===== src/rtl/eth_lb_pkg.sv =====
package eth_lb_pkg;
  typedef enum logic [1:0] {
    LB_NORMAL = 2'd0,
    LB_NEAR   = 2'd1,
    LB_FAR    = 2'd2
  } lb_mode_e;
endpackage


===== src/rtl/eth_lb_mode_ctl.sv =====
module eth_lb_mode_ctl
  import eth_lb_pkg::*;
(
  input  logic     clk,
  input  logic     rst,
  input  logic     cfg_near,
  input  logic     cfg_far,
  input  logic     mac_tx_en,
  input  logic     pipe_busy,
  input  logic     line_rx_dv,
  output lb_mode_e mode_q
);
  logic     path_idle;
  lb_mode_e mode_req;

  always_comb begin
    path_idle = !mac_tx_en && !pipe_busy && !line_rx_dv;
    if (cfg_near)     mode_req = LB_NEAR;
    else if (cfg_far) mode_req = LB_FAR;
    else              mode_req = LB_NORMAL;
  end

  always_ff @(posedge clk) begin
    if (rst)            mode_q <= LB_NORMAL;
    else if (path_idle) mode_q <= mode_req;
  end
endmodule


===== src/rtl/eth_lb_txpipe.sv =====
module eth_lb_txpipe #(
  parameter int DATA_W     = 4,
  parameter int PIPE_DEPTH = 3
) (
  input  logic              clk,
  input  logic              rst,
  input  logic [DATA_W-1:0] in_d,
  input  logic              in_en,
  output logic [DATA_W-1:0] tap_d,
  output logic              tap_en,
  output logic              busy
);
  localparam int STAGES = PIPE_DEPTH - 1;
  localparam int ENT_W  = DATA_W + 1;

  generate
    if (STAGES == 0) begin : g_bypass
      assign tap_d  = in_d;
      assign tap_en = in_en;
      assign busy   = 1'b0;
    end else begin : g_stages
      logic [ENT_W-1:0] stg [STAGES];
      logic             any_v;

      always_ff @(posedge clk) begin
        if (rst) begin
          for (int i = 0; i < STAGES; i++) stg[i] <= '0;
        end else begin
          stg[0] <= {in_en, in_d};
          for (int i = 1; i < STAGES; i++) stg[i] <= stg[i-1];
        end
      end

      always_comb begin
        any_v = 1'b0;
        for (int i = 0; i < STAGES; i++) any_v = any_v | stg[i][DATA_W];
      end

      assign tap_d  = stg[STAGES-1][DATA_W-1:0];
      assign tap_en = stg[STAGES-1][DATA_W];
      assign busy   = any_v;
    end
  endgenerate
endmodule


===== src/rtl/eth_lb_outmux.sv =====
module eth_lb_outmux
  import eth_lb_pkg::*;
#(
  parameter int DATA_W = 4
) (
  input  logic              clk,
  input  logic              rst,
  input  lb_mode_e          mode,
  input  logic [DATA_W-1:0] tap_d,
  input  logic              tap_en,
  input  logic [DATA_W-1:0] line_rxd,
  input  logic              line_rx_dv,
  output logic [DATA_W-1:0] mac_rxd,
  output logic              mac_rx_dv,
  output logic [DATA_W-1:0] line_txd,
  output logic              line_tx_en
);
  always_ff @(posedge clk) begin
    if (rst) begin
      mac_rxd    <= '0;
      mac_rx_dv  <= 1'b0;
      line_txd   <= '0;
      line_tx_en <= 1'b0;
    end else begin
      case (mode)
        LB_NEAR: begin
          mac_rxd    <= tap_d;
          mac_rx_dv  <= tap_en;
          line_txd   <= '0;
          line_tx_en <= 1'b0;
        end
        LB_FAR: begin
          mac_rxd    <= '0;
          mac_rx_dv  <= 1'b0;
          line_txd   <= line_rxd;
          line_tx_en <= line_rx_dv;
        end
        default: begin
          mac_rxd    <= line_rxd;
          mac_rx_dv  <= line_rx_dv;
          line_txd   <= tap_d;
          line_tx_en <= tap_en;
        end
      endcase
    end
  end
endmodule


===== src/rtl/eth_loop_sel.sv =====
module eth_loop_sel
  import eth_lb_pkg::*;
#(
  parameter int DATA_W     = 4,
  parameter int PIPE_DEPTH = 3
) (
  input  logic              clk,
  input  logic              rst,
  input  logic              cfg_near_lb,
  input  logic              cfg_far_lb,
  input  logic [DATA_W-1:0] mac_txd,
  input  logic              mac_tx_en,
  output logic [DATA_W-1:0] mac_rxd,
  output logic              mac_rx_dv,
  output logic [DATA_W-1:0] line_txd,
  output logic              line_tx_en,
  input  logic [DATA_W-1:0] line_rxd,
  input  logic              line_rx_dv
);
  logic [DATA_W-1:0] tap_d;
  logic              tap_en;
  logic              pipe_busy;
  lb_mode_e          mode_q;

  eth_lb_mode_ctl u_mode (
    .clk        (clk),
    .rst        (rst),
    .cfg_near   (cfg_near_lb),
    .cfg_far    (cfg_far_lb),
    .mac_tx_en  (mac_tx_en),
    .pipe_busy  (pipe_busy),
    .line_rx_dv (line_rx_dv),
    .mode_q     (mode_q)
  );

  eth_lb_txpipe #(.DATA_W(DATA_W), .PIPE_DEPTH(PIPE_DEPTH)) u_pipe (
    .clk    (clk),
    .rst    (rst),
    .in_d   (mac_txd),
    .in_en  (mac_tx_en),
    .tap_d  (tap_d),
    .tap_en (tap_en),
    .busy   (pipe_busy)
  );

  eth_lb_outmux #(.DATA_W(DATA_W)) u_mux (
    .clk        (clk),
    .rst        (rst),
    .mode       (mode_q),
    .tap_d      (tap_d),
    .tap_en     (tap_en),
    .line_rxd   (line_rxd),
    .line_rx_dv (line_rx_dv),
    .mac_rxd    (mac_rxd),
    .mac_rx_dv  (mac_rx_dv),
    .line_txd   (line_txd),
    .line_tx_en (line_tx_en)
  );
endmodule


===== config.mk =====
export PLATFORM = sky130hd
export DESIGN_NAME = eth_loop_sel
export DESIGN_NICKNAME = d
export VERILOG_FILES = /design/src/rtl/eth_lb_pkg.sv /design/src/rtl/eth_lb_mode_ctl.sv /design/src/rtl/eth_lb_txpipe.sv /design/src/rtl/eth_lb_outmux.sv /design/src/rtl/eth_loop_sel.sv
export SDC_FILE = /design/constraint.sdc
export NUM_CORES = 1
export LEC_CHECK = 0
export BUFFER_PORTS_ARGS = -buffer_cell sky130_fd_sc_hd__clkbuf_2
export CAP_MARGIN = 30
export CORE_MARGIN = 2
export CORE_UTILIZATION = 40
export CTS_CLUSTER_SIZE = 25
export DETAILED_ROUTE_END_ITERATION = 10
export GPL_TIMING_DRIVEN = 0
export PLACE_DENSITY = 0.72
export SYNTH_ARGS = -nofsm -noshare
export SYNTH_HDL_FRONTEND = slang
export SYNTH_HIERARCHICAL = 1
export SYNTH_SLANG_ARGS = --single-unit
export TNS_END_PERCENT = 1

===== constraint.sdc =====
create_clock -name clk -period 1.8 [get_ports clk]
set_input_delay 0.27 -clock clk [delete_from_list [all_inputs] [get_ports clk]]
set_output_delay 0.27 -clock clk [all_outputs]
set_load 0.1 [all_outputs]

==> results.py, run 1 <==
metrics = {
    "synth": {
        "mappedNetlistArea_sq_um": 801,
        "synth_area_leaders": "dfxtp_1 (55%), nand3b_1 (9.4%), nor2b_1 (7.8%)",
        "synth.distinct_cells": 17,
        "avgSynthCellArea_sq_um": 9.89,
        "netlist.area_leader.share_pct": 55.0,
        "synth_nets": 97,
        "yosys.area.top_type": "dfxtp_1",
        "yosysWarningCount": 6,
        "ys_seq_area_share_pct": 55.0,
        "postSynthCellCount": 81,
        "ys.flop_type": "dfxtp_1",
        "synth_edf_count": 0,
        "ys_seq_elements": 22,
        "synthArstFlopShare_pct": 0,
    },
    "outcome": {
        "status": "complete, no violations",
    },
    "sta": {
        "maxSlewViolCount": 0,
        "setup_viol": 0,
        "finalSetupTns_ns": 0,
        "finalCriticalPeriod_ns": 1.36,
        "max_clock_freq_mhz": 735,
        "finalHoldViolations": 0,
        "rsz0062_at_grt": "no",
        "fin_skew_ns": 0.00335,
        "timing.hold.ws_ns": 0.165,
        "worstMarginPinSlew_ns": 0.538,
        "final.period_utilization_pct": 75.6,
        "relSlewSlack_pct": 64.3,
    },
    "global_route": {
        "grt_usage_pct": 11.2,
        "grt_pass1_vias": 476,
        "antenna_found_initial": 0,
        "grt.overflow.total": 0,
        "grt_pass1_wl_mm": 2.06,
        "grt_start_max_net_pins": 15,
    },
    "placement": {
        "dp_cells": 131,
        "place.gp.congestion": 0.774,
        "port_buffers": 23,
    },
    "cts": {
        "clk_path_buf_depth": 2,
        "cts_buffers": 3,
        "post_cts_buffers": 0,
        "cts_resized": 0,
        "path_clk_slew_ns": 0.11,
        "cts_hold_buf": 0,
        "clockRootBuffer": "clkbuf_4",
        "cts_num_sinks": 22,
        "clk_latency_ns": 0.30,
        "cts_tree": "built",
        "cts.htree.levels": 1,
    },
    "detailed_routing": {
        "drtAntennaViolNets": 0,
        "vias": 611,
        "drc": 0,
        "avgViaCountPerCell": 4.53,
        "firstDrtPassIters": 4,
        "routed_wirelength_mm": 1.31,
        "drt_iter0_drc": 11,
        "wl_per_cell_um": 9.67,
    },
    "floorplanning": {
        "start_util_pct": 41.7,
        "design.die.area_sq_um": 2380,
        "rows": 16,
        "io_pins": 24,
        "die_y_um": 48.7,
        "core_sq_um": 1920,
        "die_x_um": 48.7,
    },
    "critical_path": {
        "crit_type": "reg -> reg",
        "end_kind": "flip-flop",
        "r2r_slack_ns": 0.44,
        "crit_start": "u_pipe/g_stages.stg[0][9]",
        "worst-endpoint-arrival_ns": 1.60,
        "worst-path-buf-inv": 0,
        "worstReg2RegStart": "u_pipe/g_stages.stg[0][9]",
        "cp_top_family": "simple AND/OR/NAND/NOR gates",
        "endpoint": "u_mode/mode_q[0]",
        "worstReg2RegEnd": "u_mode/mode_q[0]",
        "crit_path_max_incr_delay_ns": 0.51,
        "cp_max_fo": 3,
        "startpoint_type": "flip-flop",
        "path_cells": "or2_2 > or4b_1 > a21oi_1",
        "worst_path_max_delay_cell": "or4b_1",
        "worst-endpoint-required_ns": 2.04,
        "reg2reg_depth": 3,
        "cp.depth": 3,
    },
    "layout": {
        "nets": 125,
        "area_growth_syn_to_layout_pct": 23.1,
        "finalNonFillerCells": 135,
        "final_common_cell": "clkbuf_2",
        "num-fill-cells": 183,
        "diodes": 0,
        "drive_gt1_share_pct": 32.4,
        "final_cell_mix": "clkbuf_2 (23), dfxtp_1 (22), a21oi_1 (11)",
    },
    "power_and_ir_drop": {
        "p_leak_nw": 0.431,
        "peakVddDrop_v": 0.000595,
        "p_per_area_nw_per_um2": 950,
    },
    "min_path": {
        "hold_path_class": "in -> reg",
    },
    "run": {
        "drv_cap": 0,
    },
}
## cell type report
cell class	instances	area [sq um]	share of cell area, %
Clock buffer	4	36.3	3.68
Timing Repair Buffer	23	115	11.7
Multi-Input combinational cell	50	309	31.3
Tap cell	27	33.8	3.43
Sequential cell	22	440	44.7
Inverter	2	7.51	0.761
Buffer	7	43.8	4.44
## registers in the layout (all words and copies together), names as in the netlist
| name | cells |
|---|---|
| u_pipe/g_stages.stg | 10 |
| u_mode/mode_q | 2 |
| u_mux/mac_rxd | 4 |
| u_mux/line_txd | 4 |
| u_mux/line_tx_en | 1 |
| u_mux/mac_rx_dv | 1 |
## per-layer routing
metal	routed length [um]	up-vias	global-route usage [%]
li1	-	318	-
met1	581	259	14.2
met2	608	32	17.4
met3	96	2	4.01
met4	19	0	4.29
met5	0	-	0
## worst min-delay path by stage
stage | cells after the start | endpoint | slack [ns] | start
2_1_floorplan | 1 | u_mode/mode_q[0] | 0.34 | rst
6_report | 2 | u_pipe/g_stages.stg[0][2] | 0.17 | mac_txd[2]
4_1_cts | 2 | u_pipe/g_stages.stg[0][1] | 0.16 | mac_txd[1]
5_1_grt | 2 | u_pipe/g_stages.stg[0][3] | 0.15 | mac_txd[3]
3_5_place_dp | 1 | u_pipe/g_stages.stg[0][6] | 0.42 | u_pipe/g_stages.stg[0][1]
3_3_place_gp | 1 | u_pipe/g_stages.stg[0][5] | 0.42 | u_pipe/g_stages.stg[0][0]
## worst register-to-register path: cells and delay by family, from the launching register on
kind / cells / cell delay, ns
compound gates: 1 / 0.13
flops: 1 / 0.35
simple gates: 2 / 0.83
## cells in the mapped netlist (2+ instances only)
cell type	instances
ha_1	2
dfxtp_1	22
buf_4	4
buf_2	2
a21oi_1	11
nor2b_1	10
inv_1	2
nand2_1	10
nand3b_1	10
## through the flow
step | util (%) | cell area [sq um] | total power, mW | setup WS [ns]
3_3_place_gp | 49.4 | 950 | 0.683 | 0.495
3_5_place_dp | 49.4 | 950 | 0.686 | 0.461
4_1_cts | 51.3 | 986 | 0.946 | 0.432
2_1_floorplan | - | 801 | 0.647 | 0.532
5_1_grt | 51.3 | 986 | 0.979 | 0.396
6_report | 51.3 | 986 | 0.937 | 0.439
## cell families after synthesis
| group | count (synthesis) | share of synthesized area, % |
|---|---|---|
| simple gates | 35 | 26.4 |
| buf+inv | 9 | 6.41 |
| mux | 1 | 1.25 |
| compound gates | 12 | 7.81 |
| fa+ha+maj | 2 | 3.12 |
| flops | 22 | 55.0 |
## power by group
group / internal [mW] / switching (mW) / total, mW / leakage (nW)
Sequential: 0.509 / 0.00630 / 0.515 / 0.181
Clock: 0.123 / 0.139 / 0.263 / 0.0210
Combinational: 0.0440 / 0.115 / 0.159 / 0.229
Note: power is estimated with default switching activity, not from simulation.
==> run 2: changes to the inputs <==
- PLACE_DENSITY: 0.72 -> 0.74
- clock period: 1.8 -> 1.1 ns (I/O delays scaled with it)
==> run 2 against run 1 <==
- the flow now finishes with violations (setup timing)
- sequential share of layout area is 5.0 points lower
- count of clock-buffer cells in the layout stayed put
- non-clock buffer count is 2 higher
- worst setup slack worse by 0.59 ns
- first-iteration DRC count is 18% lower
- critical path depth stayed put
- largest power group unchanged
==> results.py, run 2 (same netlist as run 1, synthesis figures left out) <==
metrics = {
    "critical_path": {
        "worstReg2RegStart": "u_pipe/g_stages.stg[0][4]",
        "startpoint_type": "flip-flop",
        "worst-endpoint-arrival_ns": 1.48,
        "r2r_slack_ns": -0.15,
        "endpoint": "u_mode/mode_q[0]",
        "worstReg2RegEnd": "u_mode/mode_q[0]",
        "end_kind": "flip-flop",
        "cp_max_fo": 3,
        "crit_type": "reg -> reg",
        "worst-endpoint-required_ns": 1.33,
        "reg2reg_depth": 3,
        "crit_start": "u_pipe/g_stages.stg[0][4]",
    },
    "detailed_routing": {
        "drc": 0,
        "vias": 630,
        "firstDrtPassIters": 4,
        "routed_wirelength_mm": 1.40,
        "avgViaCountPerCell": 4.60,
        "drt_iter0_drc": 9,
        "wl_per_cell_um": 10.2,
        "drtAntennaViolNets": 0,
    },
    "sta": {
        "max_clock_freq_mhz": 802,
        "timing.hold.ws_ns": 0.0682,
        "fin_ws_ns": -0.147,
        "maxSlewViolCount": 0,
        "relSlewSlack_pct": 70.2,
        "worstMarginPinSlew_ns": 0.447,
        "setup_viol": 2,
        "final.period_utilization_pct": 113,
        "finalHoldViolations": 0,
        "finalCriticalPeriod_ns": 1.25,
        "rsz0062_at_grt": "yes",
        "fin_skew_ns": 0.00417,
    },
    "global_route": {
        "grt_usage_pct": 12.9,
        "grt_pass1_wl_mm": 2.35,
        "grt_start_max_net_pins": 15,
        "antenna_found_initial": 0,
        "grt_pass1_vias": 537,
        "grt.overflow.total": 0,
    },
    "cts": {
        "cts_hold_buf": 0,
        "cts.htree.levels": 1,
        "cts_num_sinks": 22,
        "cts_buffers": 3,
        "path_clk_slew_ns": 0.12,
        "cts_tree": "built",
        "clk_path_buf_depth": 2,
        "clockRootBuffer": "clkbuf_4",
        "clk_latency_ns": 0.30,
    },
    "layout": {
        "top_register": "u_pipe/g_stages.stg",
        "drive_gt1_share_pct": 40.0,
        "largest_register_ffs": 10,
        "final_common_cell": "dfxtp_1",
        "final_cell_mix": "dfxtp_1 (18), clkbuf_2 (13)",
        "final_area_sq_um": 1120,
        "area_growth_syn_to_layout_pct": 40.2,
        "biggestRegsByFlops": "u_pipe/g_stages.stg x10, u_mux/line_txd x4, u_mux/mac_rxd x4",
        "nets": 127,
        "ff_latch_area_sq_um": 445,
        "diodes": 0,
        "multi_input_area_sq_um": 328,
        "num-fill-cells": 183,
    },
    "placement": {
        "hpwl_um": 999,
        "pre_cts_slack_ns": -0.161,
        "port_buffers": 23,
        "place.gp.congestion": 0.775,
        "dpl-instance-area_sq_um": 952,
    },
    "floorplanning": {
        "io_pins": 24,
        "die_y_um": 48.7,
        "start_util_pct": 41.7,
        "design.die.area_sq_um": 2380,
        "core_sq_um": 1920,
        "die_x_um": 48.7,
        "rows": 16,
    },
    "power_and_ir_drop": {
        "netSwitchingFraction_pct": 27.4,
        "p_comb_share_pct": 19.3,
        "peakVddDrop_v": 0.000797,
        "pwr-share-clk_pct": 27.1,
        "fin_total_pwr_mw": 1.58,
        "p_leak_nw": 0.474,
        "p_per_area_nw_per_um2": 1410,
        "seqPwrFrac_pct": 53.6,
        "net-switching-power_mw": 0.434,
        "p_int_mw": 1.15,
    },
    "outcome": {
        "status": "finished, violations left",
        "violations": "setup timing",
    },
    "min_path": {
        "min-delay-start": "mac_txd[1]",
        "hold_path_class": "in -> reg",
    },
    "run": {
        "drv_cap": 0,
    },
}
run 2: cell count changes in the layout (fill, tap and decap cells not counted), moves of 2 or more:
cell	delta
clkbuf_8	+9
buf_4	+3
dfxtp_1	-4
clkbuf_2	-10
dfxtp_2	+4
buf_2	-2
run 2: repair_timing:
item                                    4_1_cts  5_1_grt
endpoints found under the setup margin       21       13
buffers inserted                              2        0
pin swaps                                     4        0
resized for setup                            27        4
run 2: final cells by class:
cell class | instances | share of cell area, %
well taps | 27 | 3.01
repair buffers | 25 | 19.5
clock buffers | 4 | 3.23
flip-flops and latches | 22 | 39.7
inverters | 2 | 0.669
multi-input cells | 50 | 29.2
plain buffers | 7 | 4.68
run 2: worst min-delay path by stage:
stage                                            to  slack (ns)  cells past startpoint
after global placement    u_pipe/g_stages.stg[0][3]        0.38                      2
after global routing      u_pipe/g_stages.stg[0][1]        0.06                      2
after detailed placement  u_pipe/g_stages.stg[0][1]        0.38                      2
final                     u_pipe/g_stages.stg[0][1]        0.07                      2
after floorplan                    u_mode/mode_q[0]        0.23                      1
after CTS                 u_pipe/g_stages.stg[0][1]        0.06                      2
run 2: power by group through the flow:
stage / logic, mW / registers [mW] / clock network [mW]
CTS: 0.304 / 0.847 / 0.449
global placement: 0.258 / 0.861 / 0
global route: 0.322 / 0.852 / 0.494
detailed placement: 0.263 / 0.862 / 0
floorplan: 0.0757 / 0.986 / 0
finish: 0.305 / 0.848 / 0.429
run 2: stage by stage:
stage          instances  util, %  setup TNS [ns]
4_1_cts              137     58.1          -0.165
6_report             137     58.4          -0.167
2_1_floorplan         81        -          -0.346
5_1_grt              137     58.4          -0.624
3_5_place_dp         131     49.5           -1.53
3_3_place_gp         131     49.5           -1.05
run 2: layer usage:
metal	vias up	track usage, %	wire (um)
met1	276	17.1	642
met2	23	18.5	639
met5	-	0	0
met3	4	2.16	85
li1	327	-	-
met4	0	10.0	34
run 2: critical path, cell delays in order (launching register included):
cell and delay (ns):
dfxtp_2 0.34, or2_4 0.24, or4b_1 0.47, a21oi_1 0.14
==> run 3: changes to the inputs <==
- PLACE_DENSITY: 0.74 -> 0.72
- clock period: 1.1 -> 1.4 ns (I/O delays scaled with it)
==> run 3 against run 2 <==
- the run now ends clean
- flip-flop and latch count stayed put
- count of clock-buffer cells in the layout stayed put
- first-iteration DRC count is 22% higher
- power is 24% lower
==> results.py, run 3 (same netlist as run 1, synthesis figures left out) <==
metrics = {
    "layout": {
        "final_cell_mix": "clkbuf_2 (23), dfxtp_1 (21), a21oi_1 (11)",
        "biggestRegsByFlops": "u_pipe/g_stages.stg x10, u_mux/line_txd x4, u_mux/mac_rxd x4",
        "drive_gt1_share_pct": 33.3,
        "largest_register_ffs": 10,
        "final_util_pct": 51.4,
        "final_common_cell": "clkbuf_2",
        "nets": 125,
        "diodes": 0,
        "top_register": "u_pipe/g_stages.stg",
        "area_growth_syn_to_layout_pct": 23.3,
    },
    "sta": {
        "fin_skew_ns": 0.00335,
        "setup_viol": 0,
        "max_clock_freq_mhz": 738,
        "finalHoldViolations": 0,
        "final.period_utilization_pct": 96.8,
        "finalSetupTns_ns": 0,
        "worstMarginPinSlew_ns": 0.538,
        "finalCriticalPeriod_ns": 1.36,
        "relSlewSlack_pct": 64.3,
        "maxSlewViolCount": 0,
        "rsz0062_at_grt": "no",
    },
    "detailed_routing": {
        "drt_iter0_drc": 11,
        "drc": 0,
        "vias": 611,
        "routed_wirelength_mm": 1.31,
        "drtAntennaViolNets": 0,
        "wl_per_cell_um": 9.67,
        "firstDrtPassIters": 4,
        "avgViaCountPerCell": 4.53,
    },
    "critical_path": {
        "worst-endpoint-required_ns": 1.64,
        "reg2reg_depth": 3,
        "end_kind": "flip-flop",
        "worst-endpoint-arrival_ns": 1.59,
        "cp_max_fo": 3,
        "worstReg2RegStart": "u_pipe/g_stages.stg[0][9]",
        "crit_type": "reg -> reg",
        "crit_start": "u_pipe/g_stages.stg[0][9]",
        "startpoint_type": "flip-flop",
    },
    "cts": {
        "post_cts_buffers": 0,
        "cts_num_sinks": 22,
        "cts_tree": "built",
        "clockRootBuffer": "clkbuf_4",
        "clk_latency_ns": 0.30,
        "clk_path_buf_depth": 2,
        "path_clk_slew_ns": 0.11,
        "cts_buffers": 3,
        "cts.htree.levels": 1,
    },
    "power_and_ir_drop": {
        "peakVddDrop_v": 0.000765,
        "p_leak_nw": 0.432,
        "p_per_area_nw_per_um2": 1220,
    },
    "global_route": {
        "grt_start_max_net_pins": 15,
        "grt.overflow.total": 0,
        "grt_pass1_vias": 476,
        "antenna_found_initial": 0,
        "grt_pass1_wl_mm": 2.06,
        "grt_usage_pct": 11.2,
    },
    "run": {
        "drv_cap": 0,
    },
    "placement": {
        "place.gp.congestion": 0.774,
        "port_buffers": 23,
    },
    "outcome": {
        "status": "complete, no violations",
    },
    "floorplanning": {
        "die_y_um": 48.7,
        "core_sq_um": 1920,
        "start_util_pct": 41.7,
        "rows": 16,
        "io_pins": 24,
        "die_x_um": 48.7,
        "design.die.area_sq_um": 2380,
    },
    "min_path": {
        "min-delay-start": "mac_txd[2]",
        "hold_path_class": "in -> reg",
        "min_path_cells": 2,
    },
}
## run 3: cell count changes in the layout (fill, tap and decap cells not counted), moves of 2 or more
| cell | delta |
|---|---|
| dfxtp_2 | -3 |
| clkbuf_2 | +10 |
| dfxtp_1 | +3 |
| buf_4 | -3 |
| clkbuf_8 | -9 |
| buf_2 | +2 |
## run 3: worst paths after layout
path	slack, ns	endpoint
max	0.04	u_mode/mode_q[0]
min	0.11	u_pipe/g_stages.stg[0][2]
max reg2reg	0.04	u_mode/mode_q[0]
min reg2reg	0.45	u_pipe/g_stages.stg[0][6]
## run 3: cell type report
| type | instances | area [sq um] |
|---|---|---|
| fillers | 182 | 935 |
| flip-flops and latches | 22 | 442 |
| multi-input cells | 50 | 309 |
| repair buffers | 23 | 115 |
| plain buffers | 7 | 43.8 |
| clock buffers | 4 | 36.3 |
| well taps | 27 | 33.8 |
| inverters | 2 | 7.51 |
## run 3: metrics by stage
| stage | hold WS [ns] | cell area (sq um) | worst slack, ns | std cells | total power [mW] |
|---|---|---|---|---|---|
| after floorplan | 0.279 | 801 | 0.132 | 81 | 0.832 |
| after global placement | 0.420 | 950 | 0.0947 | 131 | 0.878 |
| after detailed placement | 0.422 | 950 | 0.0615 | 131 | 0.882 |
| after CTS | 0.0975 | 986 | 0.0387 | 135 | 1.22 |
| after global routing | 0.0931 | 987 | 0.00421 | 135 | 1.26 |
| final | 0.105 | 987 | 0.0443 | 135 | 1.21 |
## run 3: power by group
part	internal, mW	switching [mW]	total (mW)	leakage, nW
clock network	0.159	0.179	0.338	0.0210
logic	0.0565	0.148	0.204	0.229
registers	0.655	0.00810	0.663	0.182
## run 3: critical path, stage by stage, from the launching register on
cell and delay (ns):
dfxtp_2 0.35, or2_2 0.31, or4b_1 0.51, a21oi_1 0.13
## run 3: repair_timing
item | CTS | global route
setup endpoints to repair | 0 | 1
resized for setup | 0 | 1
hold buffers | 0 | 0
## run 3: per-layer routing
layer	routed length (um)	vias up	GRT usage [%]	share of wire (%)
met5	0	-	0	0
met4	19	0	4.29	1.5
met2	608	32	17.4	47
met3	96	2	4.01	7.4
met1	581	259	14.2	45
li1	-	318	-	-
